**config.mk**
```make
export PLATFORM = sky130hd
export DESIGN_NAME = audio_ppm_divider
export DESIGN_NICKNAME = d
export VERILOG_FILES = /design/src/rtl/acd_pkg.sv /design/src/rtl/acd_accum.sv /design/src/rtl/acd_pending.sv /design/src/rtl/acd_period.sv /design/src/rtl/audio_ppm_divider.sv
export SDC_FILE = /design/constraint.sdc
export NUM_CORES = 1
export LEC_CHECK = 0
export CAP_MARGIN = 15
export CORE_ASPECT_RATIO = 0.7
export CORE_MARGIN = 4
export CORE_UTILIZATION = 45
export DETAILED_ROUTE_END_ITERATION = 8
export GPL_ROUTABILITY_DRIVEN = 0
export PLACE_DENSITY = 0.62
export SYNTH_ARGS = -nofsm -noshare
export SYNTH_HDL_FRONTEND = slang
export SYNTH_SLANG_ARGS = --single-unit
```
**constraint.sdc**
```tcl
create_clock -name clk_i -period 3.45 [get_ports clk_i]
set_clock_uncertainty 0.05 [all_clocks]
set_input_delay 0.69 -clock clk_i [delete_from_list [all_inputs] [get_ports clk_i]]
set_output_delay 0.69 -clock clk_i [all_outputs]
set_load 0.05 [all_outputs]
```
**src/rtl/acd_pkg.sv**
```systemverilog
package acd_pkg;
  typedef enum logic [1:0] {
    ADJ_NONE  = 2'd0,
    ADJ_LONG  = 2'd1,
    ADJ_SHORT = 2'd2
  } adj_kind_e;
endpackage

```
**src/rtl/acd_accum.sv**
```systemverilog
module acd_accum #(
  parameter int ACC_W = 20,
  parameter int PPM_W = 9
) (
  input  logic             clk_i,
  input  logic             rst_ni,
  input  logic [PPM_W-1:0] ppm_i,
  output logic             uf_o
);
  localparam int PAD_W = ACC_W + 1 - PPM_W;

  logic [ACC_W-1:0] acc_q;
  logic [ACC_W:0]   diff;

  // borrow of the wide subtract marks an underflow; low bits keep the remainder
  assign diff = {1'b0, acc_q} - {{PAD_W{1'b0}}, ppm_i};
  assign uf_o = diff[ACC_W];

  always_ff @(posedge clk_i or negedge rst_ni) begin
    if (!rst_ni) acc_q <= '0;
    else         acc_q <= diff[ACC_W-1:0];
  end
endmodule

```
**src/rtl/acd_pending.sv**
```systemverilog
module acd_pending #(
  parameter int PEND_W = 3
) (
  input  logic              clk_i,
  input  logic              rst_ni,
  input  logic              uf_i,
  input  logic              take_i,
  output logic [PEND_W-1:0] pend_o,
  output logic              has_o
);
  logic [PEND_W-1:0] pend_q, pend_d;

  always_comb begin
    pend_d = pend_q;
    if (uf_i && !take_i && pend_q != '1) pend_d = pend_q + PEND_W'(1);
    else if (take_i && !uf_i)            pend_d = pend_q - PEND_W'(1);
  end

  always_ff @(posedge clk_i or negedge rst_ni) begin
    if (!rst_ni) pend_q <= '0;
    else         pend_q <= pend_d;
  end

  assign pend_o = pend_q;
  assign has_o  = (pend_q != '0);
endmodule

```
**src/rtl/acd_period.sv**
```systemverilog
module acd_period
  import acd_pkg::*;
#(
  parameter int DIV_W = 5
) (
  input  logic             clk_i,
  input  logic             rst_ni,
  input  logic [DIV_W-1:0] div_i,
  input  logic             slow_i,
  input  logic             has_adj_i,
  output logic             take_o,
  output logic             tick_o,
  output logic [DIV_W:0]   cnt_o
);
  localparam int CNT_W = DIV_W + 1;

  logic [CNT_W-1:0] nom, len, cnt_q;
  logic             tick_q, at_end;
  adj_kind_e        kind;

  always_comb begin
    nom = {1'b0, div_i} + CNT_W'(1);
    if (!slow_i && nom < CNT_W'(2)) nom = CNT_W'(2);
    if (!has_adj_i) kind = ADJ_NONE;
    else if (slow_i) kind = ADJ_LONG;
    else kind = ADJ_SHORT;
    case (kind)
      ADJ_LONG:  len = nom + CNT_W'(1);
      ADJ_SHORT: len = nom - CNT_W'(1);
      default:   len = nom;
    endcase
  end

  assign at_end = (cnt_q == '0);
  assign take_o = at_end && has_adj_i;

  always_ff @(posedge clk_i or negedge rst_ni) begin
    if (!rst_ni) begin
      cnt_q  <= '0;
      tick_q <= 1'b0;
    end else if (at_end) begin
      cnt_q  <= len - CNT_W'(1);
      tick_q <= 1'b1;
    end else begin
      cnt_q  <= cnt_q - CNT_W'(1);
      tick_q <= 1'b0;
    end
  end

  assign tick_o = tick_q;
  assign cnt_o  = cnt_q;
endmodule

```
**src/rtl/audio_ppm_divider.sv**
```systemverilog
module audio_ppm_divider #(
  parameter int ACC_W  = 20,
  parameter int PPM_W  = 9,
  parameter int DIV_W  = 5,
  parameter int PEND_W = 3
) (
  input  logic             clk_i,
  input  logic             rst_ni,
  input  logic [PPM_W-1:0] ppm_i,
  input  logic             slow_i,
  input  logic [DIV_W-1:0] div_i,
  output logic             tick_o
);
  logic              uf, take, has_adj;
  logic [PEND_W-1:0] pend;
  logic [DIV_W:0]    cnt;

  acd_accum #(.ACC_W(ACC_W), .PPM_W(PPM_W)) u_accum (
    .clk_i(clk_i), .rst_ni(rst_ni), .ppm_i(ppm_i), .uf_o(uf)
  );

  acd_pending #(.PEND_W(PEND_W)) u_pending (
    .clk_i(clk_i), .rst_ni(rst_ni), .uf_i(uf), .take_i(take),
    .pend_o(pend), .has_o(has_adj)
  );

  acd_period #(.DIV_W(DIV_W)) u_period (
    .clk_i(clk_i), .rst_ni(rst_ni), .div_i(div_i), .slow_i(slow_i),
    .has_adj_i(has_adj), .take_o(take), .tick_o(tick_o), .cnt_o(cnt)
  );
endmodule

```
Yosys cells after proc, flatten, opt, wreduce, memory -nomap -nowiden
Cells that the tools add are included.
W data, S select, Z words.
- register bits after elaboration: 30
- word-level logic and storage cells: 35
- bits of input ports: 17
- output and inout bits: 1
- equal/unequal tests: 3
- reduce and logical (&&, ||, !) cells: 11
- add/sub/neg operators: 8
- mux-type cells: 8
- magnitude comparators: 1
- operators with widths (cell ; number):
    $sub A20 B9 Y21 ; 1
    $sub A6 B1 Y6 const B ; 3
    $mux W6 ; 2
    $pmux W6 S2 ; 1
    $add A5 B1 Y6 const B ; 1
    $add A6 B1 Y6 const B ; 1
    $logic_not A6 Y1 ; 1
    $lt A6 B2 Y1 const B ; 1
    $mux W3 ; 2
    $logic_and A1 B1 Y1 ; 5
    $mux W2 ; 2
    $add A3 B1 Y3 const B ; 1
    $logic_not A1 Y1 ; 3
    $ne A3 B3 Y1 const B ; 1
    $reduce_bool A3 Y1 ; 1
    $sub A3 B1 Y3 const B ; 1
    $eq A2 B1 Y1 const B ; 1
    $eq A2 B2 Y1 const B ; 1
    $reduce_bool A2 Y1 ; 1
    $mux W1 ; 1

Longest topological paths before layout
Gate-level depths: netlist of run 1.
- word-level depth: 8
- gate-level depth with buffers: 15
- mapped depth without buffers: 15

Modules after synthesis
A second synthesis of run 1 with hierarchy kept.
- cells, all modules: 217
- area total of the unflattened synthesis: 2172.1 um^2
- modules (own cells, without submodules) (module ; area each (um^2) ; instances ; cells each ; sequential area each (um^2)):
    acd_accum ; 1212.4 ; 1 ; 114 ; 500.5
    acd_period ; 724.4 ; 1 ; 80 ; 175.2
    acd_pending ; 235.2 ; 1 ; 23 ; 75.1

Least setup slack after synthesis of run 1
Ideal clock, no wire load.
- path type: input port to flip-flop
- start: input port ppm_i[0]
- end: register u_pending.pend_q[1], in the netlist u_pending.pend_o[1]
- buffers on the path: 0
- setup slack: 20 ps
- data required time: 3274 ps
- arrival: 3254 ps
- stages on the path: 14
- setup time: 126 ps
- cells stage by stage: ha_1 > fa_1 > nor2b_1 > o21a_1 > o21ai_2 > a21oi_4 > o221a_4 > nor2_8 > o21ai_0 > fa_1 > and3_1 > a21oi_1 > mux2i_1 > a221o_1
- word-level cells in the longest chain between the ends: 4
- elaborated cells between the ends (all ways): 7
- those cells by class: add/sub: 1; mux: 1; reduce/logical: 5
- RTL lines (element ; RTL line ; RTL):
    start, declared ; audio_ppm_divider.sv:9 ; input logic [PPM_W-1:0] ppm_i,
    $sub A20 B9 Y21 ; acd_accum.sv:16 ; assign diff = {1'b0, acc_q} - {{PAD_W{1'b0}}, ppm_i};
    $logic_and A1 B1 Y1 (2 in a row) ; acd_pending.sv:15 ; if (uf_i && !take_i && pend_q != '1) pend_d = pend_q + PEND_W'(1);
    $mux W3 ; acd_pending.sv:15 ;
    net u_pending.pend_d[1] ; acd_pending.sv:11 ; logic [PEND_W-1:0] pend_q, pend_d;
    end signal, assigned ; acd_pending.sv:21 ; else pend_q <= pend_d;
    end, declared ; acd_pending.sv:11 ;
The timed path passes the listed nets, and every way through them passes these cells.
A chain may end at the register's enable or synchronous reset.

Final worst setup path of run 1
- start: input port ppm_i[1]
- end: register u_pending.pend_q[1], in the netlist u_pending.pend_o[1]
Same word-level chain as after synthesis.

==> out/results.ini, run 1 <==
[die]
io_pins = 18
start_util_pct = 46.55
die_x_um = 92.06
num_rows = 21
core_region_area_um2 = 4782
die_area_um2 = 6154
die_h_um = 66.85

[setup_path]
cp.arrival_ns = 3.43
crit_path_end_kind = flip-flop
critical_path_class = in2reg
ff2ff_path_depth = 15
critPathLaunchType = primary input
cp_max_fo = 3
required_ns = 3.57

[route]
drtIter0Drc = 110
firstDrtPassIters = 4
wl_mm = 4.493
num_vias = 1891
drc = 0
via_per_inst = 5.083
wl_per_cell_um = 12.08
drtAntennaViolNets = 0

[power]
p_sw_share_pct = 39.81
intPower_uw = 1294
leakage_uw = 0.001319
power.switching_uw = 855.7
power_density_nw_per_um2 = 737.9
peakVddDrop_v = 0.0004429
p_comb_share_pct = 58.1
p_total_uw = 2149
pwr-share-clk_pct = 13.7
pwr-share-seq_pct = 28.1

[timing]
max_slew_margin_pct = 65.93
worstMarginPinSlew_ns = 0.5095
fin_crit_sh_pct = 95.83
finalMaxSlewViolations = 0
setup_viol = 0
fin_tns_setup_ns = 0
fmax_mhz = 302.5
period_minus_slack_ns = 3.306
hold_viol = 0

[synthesis]
yosys_register_bits = 30
synth_top_area_share_pct = 33.73
synth_area_per_cell_um2 = 9.236
synth.most_common_cell = dfrtp_1
synth_common_cells = dfrtp_1, inv_1, nor2_1
synthArstFlopShare_pct = 100.0
synth_fp_nets = 276
synth_area_leader_cell = dfrtp_1
synthFlopType = dfrtp_1
yosys_warnings = 0
ys_seq_area_share_pct = 33.73
mappedNetlistArea_um2 = 2226
synth_cells = 241
synth_edf_count = 0
ys_types = 55
synth_area_leaders = dfrtp_1, ha_1, xnor2_1, a21oi_1, inv_1

[layout]
postLayoutCoreUtil_pct = 60.91
diodes = 0
area_delta_synth_final_pct = 30.86
final_net_count = 337
postLayoutCellArea_um2 = 2913
fillers = 413
drive_gt1_share_pct = 26.40

[status]
status = finished, final reports clean

[clock_tree]
cts_buffers = 5
clkTransAtPathRegs_ns = 0.06
ctsHtreeMaxLevel = 2
clockBufferDepth = 2
cts_tree = yes
ctsRootBufferMaster = clkbuf_8
clk_latency_ns = 0.29
holdBufCountCts = 0
cts.sinks = 30

[global_route]
grt_max_degree = 31
overflow = 0
grtUsageTotal_pct = 17.25
antenna_found_initial = 0
grt_pass1_vias = 1868
grt_pass1_wl_mm = 8.507

[placed_design]
placed_cell_area_um2 = 2745
port_buffers = 17
dp_hpwl_mm = 3.453

[min_path]
min_path_type = reg2reg
hold_depth = 1

[run]
drv_cap = 0

[placed cells by master, fill, tap and decap left out, types with 2 or more instances in the layout]
cell | Yosys | final
buf_4 | 0 | 42
dfrtp_1 | 30 | 30
inv_1 | 22 | 21
nor2_1 | 20 | 20
a21oi_1 | 19 | 18
xnor2_1 | 16 | 16
clkdlybuf4s50_1 | 0 | 14
nand2_1 | 13 | 13
nand3_1 | 11 | 11
ha_1 | 15 | 11
o21ai_0 | 10 | 9
xor2_1 | 8 | 8
nor3_1 | 7 | 7
clkbuf_8 | 0 | 6
nand2b_1 | 4 | 4
o31ai_1 | 4 | 4
a21o_1 | 4 | 4
o21ai_2 | 2 | 3
o21ai_1 | 3 | 3
a22oi_1 | 3 | 3
and3_1 | 3 | 3
a21oi_2 | 2 | 3
or3_4 | 2 | 2
or2_2 | 2 | 2
mux2i_1 | 2 | 2
a31o_2 | 2 | 2
nand4_1 | 2 | 2
fa_1 | 3 | 2
ha_2 | 0 | 2
ha_4 | 0 | 2
dlymetal6s2s_1 | 0 | 2
[timing repair]
action	in CTS	in global routing
setup buffers	1	3
gates resized for setup	6	7
hold endpoints to repair	0	0
pin swaps	9	12
setup endpoints to repair	1	3
[state kept, by name, indices dropped and copies added (netlist names)]
register,cells
u_period.cnt_o,6
u_pending.pend_o,3
u_accum.acc_q,20
u_period.tick_o,1
[kinds of logic after synthesis]
group / after synthesis / synth area share [%]
buffers and inverters: 27 / 4.721
muxes: 2 / 0.8994
adders and majority gates: 18 / 11.13
xor gates and xnor gates: 24 / 9.443
DFF: 30 / 33.73
and+or+nand+nor: 75 / 18.66
AOI/OAI and AO/OA: 65 / 21.42
[power by group through the flow]
stage | Sequential [µW] | Clock, µW | Combinational [µW]
after floorplan | 592 | 0 | 838
after global placement | 599 | 0 | 1180
after detailed placement | 603 | 0 | 1200
after CTS | 601 | 306 | 1220
after global routing | 623 | 317 | 1420
final | 605 | 295 | 1250
[through the flow]
stage / hold WS [ns] / setup WS, ns / instances
after floorplan: 0.3444 / 0.01987 / 241
after global routing: 0.4612 / -0.01403 / 372
after detailed placement: 0.4219 / -0.4505 / 360
after global placement: 0.4245 / -0.4360 / 360
final: 0.4351 / 0.1438 / 372
after CTS: 0.4338 / 0.02805 / 369
[routing by layer]
layer  global-route usage, %  share of wire (%)  up-vias
met2                   24.64                 41       34
met3                   4.063                4.4        5
li1                        -                  -      976
met1                   25.75                 54      876
met5                       0                  0        -
met4                   4.815                1.0        0
[worst max-delay path: stages]
cell and delay, ns:
clkdlybuf4s50_1 0.49, fa_2 0.22, nor2b_2 0.04, o21a_1 0.18
o21ai_2 0.19, a21oi_4 0.09, o221a_4 0.27, nor2_8 0.11
o21ai_2 0.06, fa_1 0.48, and3_1 0.18, a21oi_2 0.09
mux2i_1 0.07, a221o_1 0.25
[final cells by class]
class | instances | area (µm²) | area share [%]
repair buffers | 59 | 489.2 | 16.80
clock buffers | 7 | 86.33 | 2.964
clock inverters | 1 | 5.005 | 0.1718
well taps | 69 | 86.33 | 2.964
inverters | 22 | 82.58 | 2.835
flip-flops and latches | 30 | 750.7 | 25.77
multi-input cells | 184 | 1413 | 48.50
[worst paths after layout]
| kind | startpoint | endpoint | slack (ns) |
|---|---|---|---|
| hold / removal | u_accum.acc_q[15] | u_accum.acc_q[15] | 0.44 |
| setup / recovery | ppm_i[1] | u_pending.pend_o[1] | 0.14 |
| setup reg to reg | u_accum.acc_q[0] | u_pending.pend_o[1] | 0.45 |
| max in group asynchronous | rst_ni | u_accum.acc_q[0] | 2.33 |
| hold reg to reg | u_accum.acc_q[15] | u_accum.acc_q[15] | 0.44 |
| min in group asynchronous | rst_ni | u_pending.pend_o[0] | 0.75 |
Power figures use the tool's default switching activity.
==> inputs of run 2 (changes only) <==
--- a/config.mk
+++ b/config.mk
@@ -12,5 +12,5 @@
 export DETAILED_ROUTE_END_ITERATION = 8
 export GPL_ROUTABILITY_DRIVEN = 0
-export PLACE_DENSITY = 0.62
+export PLACE_DENSITY = 0.64
 export SYNTH_ARGS = -nofsm -noshare
 export SYNTH_HDL_FRONTEND = slang
--- a/constraint.sdc
+++ b/constraint.sdc
@@ -3,3 +3,3 @@
 set_input_delay 0.69 -clock clk_i [delete_from_list [all_inputs] [get_ports clk_i]]
 set_output_delay 0.69 -clock clk_i [all_outputs]
-set_load 0.05 [all_outputs]
+set_load 0.01 [all_outputs]
==> out/results.ini, run 2 (synthesis gave the netlist of run 1 again) <==
[status]
status = finished, final reports clean

[global_route]
antenna_found_initial = 0  ; unchanged
grt_max_degree = 31  ; unchanged
overflow = 0  ; unchanged
grtUsageTotal_pct = 16.89  ; -0.36 points
grt_pass1_wl_mm = 8.252  ; -3.0%
grt_pass1_vias = 1810  ; -3.1%

[route]
num_vias = 1891  ; unchanged
wl_mm = 4.728  ; +5.2%
drc = 0  ; unchanged
dr_wl_met2_mm = 1.843  ; +1.2%
via_per_inst = 5.056  ; -0.53%
drtAntennaViolNets = 0  ; unchanged
firstDrtPassIters = 4  ; unchanged
wl_per_cell_um = 12.64  ; +4.7%
met3_length_um = 156  ; -22%
wl_met1_mm = 2.665  ; +9.9%
top_layer = met4
drtIter0Drc = 97  ; -12%

[setup_path]
required_ns = 3.56  ; about the same
crit_family = compound AO/OA/AOI/OAI gates
cpPeakStageDelay_ns = 0.48  ; about the same
crit_path_end_kind = flip-flop
crit_cells = 14  ; unchanged
ff2ff_path_depth = 15  ; unchanged
critPathLaunchType = primary input
cp.arrival_ns = 3.46  ; +0.03 ns
path_cells = clkdlybuf4s50_1 > inv_1 > ha_1 > o21a_1 > o21ai_2 > a21oi_4 > o221a_4 > nor2_8 > o21ai_2 > fa_1 > and3_4 > a21oi_2 > mux2i_1 > a221o_1
crit_slowest_cell = fa_1
cp.buffers_inverters = 2  ; +1
cp_max_fo = 3  ; unchanged
rrSetupSlack_ns = 0.38  ; -0.07 ns
r2r_end = u_pending.pend_o[1]
rr_startpoint = u_accum.acc_q[0]
critical_path_class = in2reg
path_common_cell = o21ai_2

[layout]
largest_reg_flops = 20  ; unchanged
area_delta_synth_final_pct = 31.20
final-seq-area_um2 = 750.7  ; unchanged
final_cell_mix = buf_4, dfrtp_1, inv_1
diodes = 0  ; unchanged
layout_commonest_cell = buf_4
regMostFlops = u_accum.acc_q
drive_gt1_share_pct = 26.89  ; +0.48 points
postLayoutCoreUtil_pct = 61.07  ; +0.16 points
fillers = 423  ; +2.4%
final_net_count = 339  ; +0.59%
multi_input_area_um2 = 1403  ; -0.71%

[die]
die_x_um = 92.06  ; unchanged
start_util_pct = 46.55  ; unchanged
die_h_um = 66.85  ; unchanged
die_area_um2 = 6154  ; unchanged
io_pins = 18  ; unchanged
core_region_area_um2 = 4782  ; unchanged
num_rows = 21  ; unchanged

[timing]
hold_viol = 0  ; unchanged
worstMarginPinSlew_ns = 0.4036  ; -0.1059 ns
worst_slack_ns = 0.1021  ; -0.04172 ns
max_slew_margin_pct = 72.99  ; +7.1 points
fin_crit_sh_pct = 97.04  ; +1.2 points
fmax_mhz = 298.7  ; -1.2%
setup_viol = 0  ; unchanged
finalMaxSlewViolations = 0  ; unchanged
fin_hold_ws_ns = 0.4415  ; +0.006475 ns
period_minus_slack_ns = 3.348  ; +0.04172 ns

[clock_tree]
clockBufferDepth = 2  ; unchanged
ctsRootBufferMaster = clkbuf_8
cts_tree = yes
clkTransAtPathRegs_ns = 0.07  ; about the same
cts.sinks = 30  ; unchanged
cts_buffers = 5  ; unchanged
ctsHtreeMaxLevel = 2  ; unchanged
clk_latency_ns = 0.28  ; about the same

[placed_design]
dp_hpwl_mm = 3.618  ; +4.8%
place_ws_ns = -0.4884  ; -0.03785 ns
port_buffers = 17  ; unchanged

[power]
power_density_nw_per_um2 = 743.2  ; +0.71%
p_total_uw = 2170  ; +0.97%
leakage_uw = 0.001323  ; +0.32%
peakVddDrop_v = 0.0004873  ; +10%

[min_path]
hp-start = u_accum.acc_q[15]
hold_depth = 1  ; unchanged
min_path_type = reg2reg
min_to = u_accum.acc_q[15]

[run]
drv_cap = 0  ; unchanged

[run 2: worst max-delay path by stage]
stage	startpoint	slack [ns]	to
finish	ppm_i[3]	0.10	u_pending.pend_o[1]
floorplan	ppm_i[0]	0.02	u_pending.pend_o[1]
global route	ppm_i[0]	-0.03	u_pending.pend_o[1]
CTS	ppm_i[1]	0.02	u_pending.pend_o[1]
detailed placement	ppm_i[0]	-0.49	u_pending.pend_o[1]
global placement	ppm_i[0]	-0.43	u_pending.pend_o[1]
[run 2: worst register-to-register path: stages, from the launching register on]
cell and delay [ns]:
dfrtp_1 0.33, inv_1 0.04, ha_2 0.19, fa_2 0.36, nor2b_1 0.12, o21a_1 0.17, o21ai_2 0.10, a21oi_4 0.17
o221a_4 0.24, nor2_8 0.04, o21ai_2 0.05, fa_1 0.46, and3_4 0.19, a21oi_2 0.09, mux2i_1 0.07, a221o_1 0.27
[run 2: power breakdown]
group	switching, µW	internal (µW)	leakage (µW)
Clock	139	160	0.0000472
Sequential	94.4	508	0.000355
Combinational	641	628	0.000921
Total	875	1300	0.00132
[run 2: per-layer routing]
layer / global-route usage, % / vias up
met3: 3.837 / 6
li1: - / 976
met4: 5.556 / 0
met2: 23.82 / 27
met1: 25.19 / 882
met5: 0 / -
[run 2: final cells by class]
cell class,count,area share (%)
flip-flops and latches,30,25.71
clock inverters,2,0.4284
inverters,22,2.828
clock buffers,6,2.828
well taps,69,2.956
multi-input cells,184,48.03
repair buffers,61,17.22
[run 2: stage by stage]
step / setup TNS [ns] / cell area (µm²) / std cells
final: 0 / 2920 / 374
after global routing: -0.02907 / 2920 / 374
after CTS: 0 / 2874 / 370
after detailed placement: -0.8135 / 2745 / 360
after global placement: -0.6906 / 2745 / 360
after floorplan: 0 / 2226 / 241
[run 2: what timing repair did]
| action | CTS | global route |
|---|---|---|
| hold buffers | 0 | 0 |
| setup endpoints to repair | 1 | 2 |
| pin swaps | 10 | 10 |
| resized for setup | 8 | 5 |
| setup buffers | 2 | 4 |
==> inputs of run 3 (changes only) <==
Settings changed: CORE_MARGIN 4 to default.
==> out/results.ini, run 3 (synthesis gave the netlist of run 1 again) <==
[route]
firstDrtPassIters = 4  ; unchanged
drtIter0Drc = 137  ; +41%
wl_per_cell_um = 13.08  ; +3.4%
wl_mm = 4.851  ; +2.6%
via_per_inst = 5.170  ; +2.2%
drc = 0  ; unchanged
num_vias = 1918  ; +1.4%
drtAntennaViolNets = 0  ; unchanged

[setup_path]
rr_startpoint = u_accum.acc_q[0]
required_ns = 3.56  ; about the same
critical_path_class = in2reg
cp.arrival_ns = 3.47  ; about the same
rrSetupSlack_ns = 0.40  ; +0.02 ns
cp-endpoint = u_pending.pend_o[1]
r2r_end = u_pending.pend_o[1]
critPathLaunchType = primary input
crit_path_end_kind = flip-flop
cp-startpoint = ppm_i[3]
ff2ff_path_depth = 15  ; unchanged
cp_max_fo = 4  ; +1

[layout]
regMostFlops = u_accum.acc_q
final_cell_mix = buf_4, dfrtp_1, inv_1
final_net_count = 336  ; -0.88%
fillers = 420  ; -0.71%
multi_input_area_um2 = 1403  ; unchanged
final-seq-area_um2 = 750.7  ; unchanged
area_delta_synth_final_pct = 29.90
diodes = 0  ; unchanged
largest_reg_flops = 20  ; unchanged
layout_commonest_cell = buf_4
drive_gt1_share_pct = 25.83  ; -1.1 points
postLayoutCellArea_um2 = 2892  ; -0.99%

[timing]
max_slew_margin_pct = 73.42  ; +0.42 points
period_minus_slack_ns = 3.363  ; +0.01464 ns
fmax_mhz = 297.4  ; -0.44%
rsz0062_at_grt = no
finalMaxSlewViolations = 0  ; unchanged
setup_viol = 0  ; unchanged
fin_tns_setup_ns = 0  ; unchanged
fin_crit_sh_pct = 97.46  ; +0.42 points
worstMarginPinSlew_ns = 0.3973  ; -0.006299 ns
hold_viol = 0  ; unchanged
worst_slack_ns = 0.08748  ; -0.01464 ns

[clock_tree]
cts_tree = yes
cts_buffers = 5  ; unchanged
ctsHtreeMaxLevel = 2  ; unchanged
clockBufferDepth = 2  ; unchanged
ctsRootBufferMaster = clkbuf_8
clk_latency_ns = 0.28  ; about the same
clkTransAtPathRegs_ns = 0.07  ; about the same
cts.sinks = 30  ; unchanged

[power]
power_density_nw_per_um2 = 747.2  ; +0.53%
leakage_uw = 0.001303  ; -1.6%
peakVddDrop_v = 0.0004516  ; -7.3%

[min_path]
hold_depth = 1  ; unchanged
min_path_type = reg2reg

[run]
drv_cap = 0  ; unchanged

[die]
die_area_um2 = 5236  ; -15%
core_region_area_um2 = 4756  ; -0.55%
io_pins = 18  ; unchanged
die_h_um = 60.85  ; -9.0%
start_util_pct = 46.80  ; +0.26 points
die_x_um = 86.06  ; -6.5%
num_rows = 21  ; unchanged

[placed_design]
place_ws_ns = -0.5170  ; -0.02866 ns
placed_cell_area_um2 = 2745  ; unchanged
port_buffers = 17  ; unchanged
dp_hpwl_mm = 3.676  ; +1.6%

[global_route]
overflow = 0  ; unchanged
grt_max_degree = 31  ; unchanged
grt_pass1_vias = 1781  ; -1.6%
grtUsageTotal_pct = 20.67  ; +3.8 points
grt_pass1_wl_mm = 8.162  ; -1.1%
antenna_found_initial = 0  ; unchanged

[status]
status = finished, final reports clean

run 3: changes by cell type in the layout (fill, tap and decap cells not counted), sizes merged:
cell           delta
buf               -3
clkdlybuf4s15     +1
clkbuf            +1
clkinvlp          -1
dlymetal6s2s      -1
run 3: power by group:
group	leakage, µW	total [µW]	switching, µW	internal (µW)
logic	0.000899	1260	644	615
clock network	0.0000482	294	133	161
registers	0.000355	607	98.9	508
run 3: metrics by stage:
step / std cells / power [µW] / utilization, % / hold WS (ns)
CTS: 369 / 2147 / 60.17 / 0.4324
detailed placement: 360 / 1822 / 57.72 / 0.4197
global route: 371 / 2350 / 60.80 / 0.4569
floorplan: 241 / 1426 / - / 0.3444
global placement: 360 / 1778 / 57.72 / 0.4181
finish: 371 / 2160 / 60.80 / 0.4272
run 3: layout make-up:
type	instances	share of cell area [%]
Sequential cell	30	25.96
Timing Repair Buffer	58	16.53
Inverter	22	2.856
Clock inverter	1	0.1731
Multi-Input combinational cell	184	48.51
Clock buffer	7	2.986
Tap cell	69	2.986
run 3: how the worst min path moves through the flow:
stage	startpoint	endpoint	slack (ns)
2_1_floorplan	rst_ni	u_accum.acc_q[0]	0.34
3_3_place_gp	u_accum.acc_q[15]	u_accum.acc_q[15]	0.42
3_5_place_dp	u_accum.acc_q[15]	u_accum.acc_q[15]	0.42
4_1_cts	u_accum.acc_q[15]	u_accum.acc_q[15]	0.43
5_1_grt	u_accum.acc_q[18]	u_accum.acc_q[18]	0.46
6_report	u_accum.acc_q[15]	u_accum.acc_q[15]	0.43
run 3: what timing repair did:
| action | 4_1_cts | 5_1_grt |
|---|---|---|
| gates resized for setup | 9 | 5 |
| endpoints found under the setup margin | 1 | 1 |
| buffers inserted | 1 | 2 |
| pin swaps | 10 | 13 |
| hold buffers | 0 | 0 |
| hold endpoints to repair | 0 | 0 |
run 3: metal layers:
metal	vias up	global-route usage (%)	wire, µm
met3	2	4.218	189
li1	975	-	-
met4	0	5.952	27
met2	38	30.73	2043
met1	903	30.50	2590
met5	-	0	0
run 3: critical path: stages:
cell,delay (ns)
clkdlybuf4s50_1,0.45
inv_1,0.04
ha_1,0.30
o21a_1,0.13
o21ai_2,0.20
a21oi_4,0.09
o221a_4,0.27
nor2_8,0.08
o21ai_2,0.06
fa_1,0.51
and3_4,0.20
a21oi_2,0.09
mux2i_1,0.08
a221o_1,0.28
